<file path="config.mk">
export PLATFORM = sky130hd
export DESIGN_NAME = uni_shreg
export DESIGN_NICKNAME = d
export VERILOG_FILES = /design/src/rtl/uni_shreg_pkg.sv /design/src/rtl/uni_shreg_dec.sv /design/src/rtl/uni_shreg_cell.sv /design/src/rtl/uni_shreg.sv
export SDC_FILE = /design/constraint.sdc
export NUM_CORES = 1
export LEC_CHECK = 0
export ABC_CLOCK_PERIOD_IN_PS = 1150
export BUFFER_PORTS_ARGS = -buffer_cell sky130_fd_sc_hd__clkbuf_2
export CAP_MARGIN = 0
export CORE_AREA = 2 2 39 41
export DETAILED_ROUTE_END_ITERATION = 6
export DIE_AREA = 0 0 41 43
export PLACE_DENSITY = 0.43
export SLEW_MARGIN = 20
export SYNTH_ARGS = -nofsm -noshare
export SYNTH_HDL_FRONTEND = slang
export SYNTH_SLANG_ARGS = --single-unit
</file>
<file path="constraint.sdc">
create_clock -name clk -period 1.15 [get_ports clk]
set_clock_uncertainty 0.1 [all_clocks]
set_input_delay 0 -clock clk [delete_from_list [all_inputs] [get_ports clk]]
set_output_delay 0 -clock clk [all_outputs]
set_load 0.005 [all_outputs]
</file>
<file path="src/rtl/uni_shreg_pkg.sv">
package uni_shreg_pkg;
   // mode code is {sel0, sel1}
   typedef enum logic [1:0] {
      MODE_HOLD  = 2'b00,
      MODE_LEFT  = 2'b01,
      MODE_RIGHT = 2'b10,
      MODE_LOAD  = 2'b11
   } shr_mode_e;
endpackage

</file>
<file path="src/rtl/uni_shreg_dec.sv">
module uni_shreg_dec
   import uni_shreg_pkg::*;
(
   input  logic      sel0,
   input  logic      sel1,
   output shr_mode_e mode
);
   always_comb begin
      unique case ({sel0, sel1})
         2'b00:   mode = MODE_HOLD;
         2'b01:   mode = MODE_LEFT;
         2'b10:   mode = MODE_RIGHT;
         default: mode = MODE_LOAD;
      endcase
   end
endmodule

</file>
<file path="src/rtl/uni_shreg_cell.sv">
module uni_shreg_cell
   import uni_shreg_pkg::*;
(
   input  logic      clk,
   input  logic      clr_n,
   input  shr_mode_e mode,
   input  logic      from_hi,   // neighbour toward MSB (right-shift source)
   input  logic      from_lo,   // neighbour toward LSB (left-shift source)
   input  logic      par,
   output logic      q_o
);
   logic nxt;

   always_comb begin
      unique case (mode)
         MODE_HOLD:  nxt = q_o;
         MODE_LEFT:  nxt = from_lo;
         MODE_RIGHT: nxt = from_hi;
         default:    nxt = par;
      endcase
   end

   always_ff @(posedge clk or negedge clr_n) begin
      if (!clr_n) q_o <= 1'b0;
      else        q_o <= nxt;
   end
endmodule

</file>
<file path="src/rtl/uni_shreg.sv">
module uni_shreg
   import uni_shreg_pkg::*;
#(
   parameter int WIDTH = 4
) (
   input  logic             clk,
   input  logic             clr_n,
   input  logic             sel0,
   input  logic             sel1,
   input  logic             ser_rt,
   input  logic             ser_lf,
   input  logic [WIDTH-1:0] par_d,
   output logic [WIDTH-1:0] q
);
   localparam int MSB = WIDTH - 1;

   if (WIDTH < 2) begin : g_bad_width
      $error("uni_shreg: WIDTH must be at least 2");
   end

   shr_mode_e mode;

   uni_shreg_dec u_dec (
      .sel0 (sel0),
      .sel1 (sel1),
      .mode (mode)
   );

   for (genvar i = 0; i < WIDTH; i++) begin : g_bit
      logic hi_src, lo_src;
      if (i == MSB) begin : g_top
         assign hi_src = ser_rt;
      end else begin : g_mid_hi
         assign hi_src = q[i+1];
      end
      if (i == 0) begin : g_bot
         assign lo_src = ser_lf;
      end else begin : g_mid_lo
         assign lo_src = q[i-1];
      end
      uni_shreg_cell u_cell (
         .clk     (clk),
         .clr_n   (clr_n),
         .mode    (mode),
         .from_hi (hi_src),
         .from_lo (lo_src),
         .par     (par_d[i]),
         .q_o     (q[i])
      );
   end


   clear_zero_chk: assert property (@(posedge clk) !clr_n |-> q == '0);

   hold_keep_chk: assert property (@(posedge clk) disable iff (!clr_n)
      ($past(clr_n) && $past({sel0, sel1}) == 2'b00) |-> q == $past(q));

   right_move_chk: assert property (@(posedge clk) disable iff (!clr_n)
      ($past(clr_n) && $past({sel0, sel1}) == 2'b10)
         |-> q == {$past(ser_rt), $past(q[MSB:1])});

   left_move_chk: assert property (@(posedge clk) disable iff (!clr_n)
      ($past(clr_n) && $past({sel0, sel1}) == 2'b01)
         |-> q == {$past(q[MSB-1:0]), $past(ser_lf)});

   load_take_chk: assert property (@(posedge clk) disable iff (!clr_n)
      ($past(clr_n) && $past({sel0, sel1}) == 2'b11) |-> q == $past(par_d));
endmodule

</file>
==> metrics.csv <==
stage;metric;value;unit
run_status;status;finished clean;
placed_design;routability cong.;0.7080;
die;die height;43;µm
cells_and_area;Top Registers;g_bit.u_cell.q_o x4;
placed_design;PortBufs;13;
die;io pins;14;
grt;vias in the first global route;281;
critical_path;crit end category;flop;
placed_design;Cell Area, Placed;381.6;µm²
cells_and_area;Register Area;100.1;µm²
cells_and_area;Final Util;0.3137;
grt;largest net degree at the start of global routing;9;
route;via count of the routed design;280;
yosys;Avg Inst Size Synth;9.634;µm²
sta;period utilization;0.9142;
sta;Final WS setup;0.09867;ns
cells_and_area;fillcell total;147;
clock_tree;post_cts resized;0;
clock_tree;maximum root-to-sink buffer count;2;
sta;Setup TNS Final;0;ns
cells_and_area;most frequent cells in the layout;13 x clkbuf_2, 8 x nor3_1, 5 x buf_4;
cells_and_area;Top reg by flops;g_bit.u_cell.q_o;
route;Pre-antenna DRT Iters;4;
grt;global-route wire length before repair;993;µm
grt;GRT Total Usage;0.08709;
die;Core ar.;1384;µm²
cells_and_area;Multi-input gate area;151.4;µm²
placed_design;post-detail-place hpwl;547;µm
sta;Fmax achieved;951.2;MHz
route;DRT antenna net count;0;
cells_and_area;area delta synth->final;50.22;%
clock_tree;clk_lat worst skew;0.23;ns
grt;GR Overflow Total;0;
yosys;FF+latch count, synth;4;
yosys;cells after synthesis;30;
critical_path;Req. time, crit path;1.15;ns
yosys;synth warn;0;
clock_tree;Clock transition at path regs;0.04;ns
clock_tree;total CTS buffers;3;
yosys;Seq/Total Area, Yosys;0.3463;
grt;initial antenna violation count;0;
power;combinational share of power;0.272;
power;power per cell area;1125;nW/µm²
power;peak supply drop;0.2802;mV
die;Initial Utilization;0.2089;
power;sequential share of power;0.385;
run;Max Cap Viol;0;
cells_and_area;share of layout cells above drive strength 1;0.4400;
critical_path;CP arrival;1.05;ns
yosys;Synth cell types;8;
sta;post-route minimum period;1.051;ns
sta;Rel. slew slack;0.8118;
route;Iteration-0 DRC Markers;8;
sta;# setup viols final;0;
placed_design;pre-CTS setup slack;-0.06167;ns
sta;RSZ-0062 raised after global routing;false;
critical_path;maximum fanout along the worst path;4;
sta;Least-Margin Pin Slew;0.2824;ns
route;Post-Route WL;634;µm
clock_tree;CTS tree;built;
power;Leakage;0.2171;nW
route;DR DRC count;0;
route;Routed wire per std cell;9.606;µm
power;switch share;0.2671;
clock_tree;Clock Root Buffer;clkbuf_4;
die;row count;14;
cells_and_area;final instance area;434.2;µm²
critical_path;critical path startpoint category;flop;
cells_and_area;# diodes;0;
critical_path;r2r startpoint;g_bit[1].u_cell.q_o$_DFFE_PN0P_;
die;Die Footprint;1763;µm²
sta;Fin Hold WS;0.006255;ns
sta;Pins Over Slew Limit;0;
worst_hold_path;worst hold path type;in -> async;
clock_tree;Clock Sinks;4;
clock_tree;htree depth;1;
yosys;Mapped Area;289.0;µm²
yosys;Post-Synthesis Net Count;43;
die;Die X;41;µm
cells_and_area;max reg flops;4;
cells_and_area;Total Nets Final;65;
critical_path;crit path launch;g_bit[1].u_cell.q_o$_DFFE_PN0P_;
critical_path;Setup CP Type;reg -> reg;
route;vias per cell;4.242;
power;Internal Power;0.0003580;W
sta;Final Hold Fails;0;
power;NetSw;0.0001305;W
power;clock share of power;0.343;
cells_and_area;most common cell after layout, fill and taps aside;clkbuf_2;
metal layers:
metal | global-route usage | part of all wire | up-vias
met5 | 0 | 0 | -
met4 | 0.1000 | 0 | 0
met3 | 0.01571 | 0.057 | 0
met2 | 0.1156 | 0.49 | 15
met1 | 0.1019 | 0.46 | 118
li1 | - | - | 147
cell type report:
type / instances / share of cell area
Sequential cell: 4 / 0.2305
Multi-Input combinational cell: 20 / 0.3487
Inverter: 2 / 0.01729
Timing Repair Buffer: 21 / 0.3055
Clock buffer: 3 / 0.05187
Tap cell: 16 / 0.04611
metrics by stage:
step           total power, W  std cells
3_3_place_gp        0.0003176         60
2_1_floorplan       0.0002787         30
3_5_place_dp        0.0003171         60
5_1_grt             0.0005356         66
4_1_cts             0.0004969         66
6_report            0.0004885         66
power by group through the flow:
stage,sequential [W],clock (W),combinational (W)
final,0.000188,0.000167,0.000133
after detailed placement,0.000191,0,0.000126
after global routing,0.000192,0.000192,0.000152
after floorplan,0.000183,0,0.0000962
after global placement,0.000191,0,0.000127
after CTS,0.000189,0.000174,0.000135
critical path: stages, from the launching register on:
cell	delay [ns]
dfrtp_1	0.39
a221oi_1	0.33
nor3_1	0.10
cells by family after synthesis:
logic type,count (synthesis),synth area share
simple gates,13,0.2727
buf+inv,6,0.1299
compound gates,4,0.1212
flops,4,0.3463
fa+ha+maj,3,0.1299
cells in the mapped netlist:
cell,n,area share
nor3_1,8,0.14
a221oi_1,4,0.12
buf_4,4,0.10
dfrtp_1,4,0.35
nor2b_1,4,0.087
ha_1,3,0.13
inv_1,2,0.026
nand2b_4,1,0.048
what timing repair did:
action	in CTS	in global routing
hold endpoints to repair	6	0
hold buffers	3	0
buffers inserted	0	0
final timing paths:
| check | end | slack (ns) | cells past startpoint |
|---|---|---|---|
| worst min-delay path | g_bit[0].u_cell.q_o$_DFFE_PN0P_ | 0.006 | 2 |
| max in group asynchronous | g_bit[1].u_cell.q_o$_DFFE_PN0P_ | 0.82 | 2 |
| worst max register to register | g_bit[0].u_cell.q_o$_DFFE_PN0P_ | 0.1 | 2 |
| min in group clk | g_bit[0].u_cell.q_o$_DFFE_PN0P_ | 0.01 | 3 |
| worst min register to register | g_bit[0].u_cell.q_o$_DFFE_PN0P_ | 0.50 | 2 |
| worst max-delay path | g_bit[0].u_cell.q_o$_DFFE_PN0P_ | 0.1 | 2 |
Note: power is estimated with default switching activity, not from simulation.
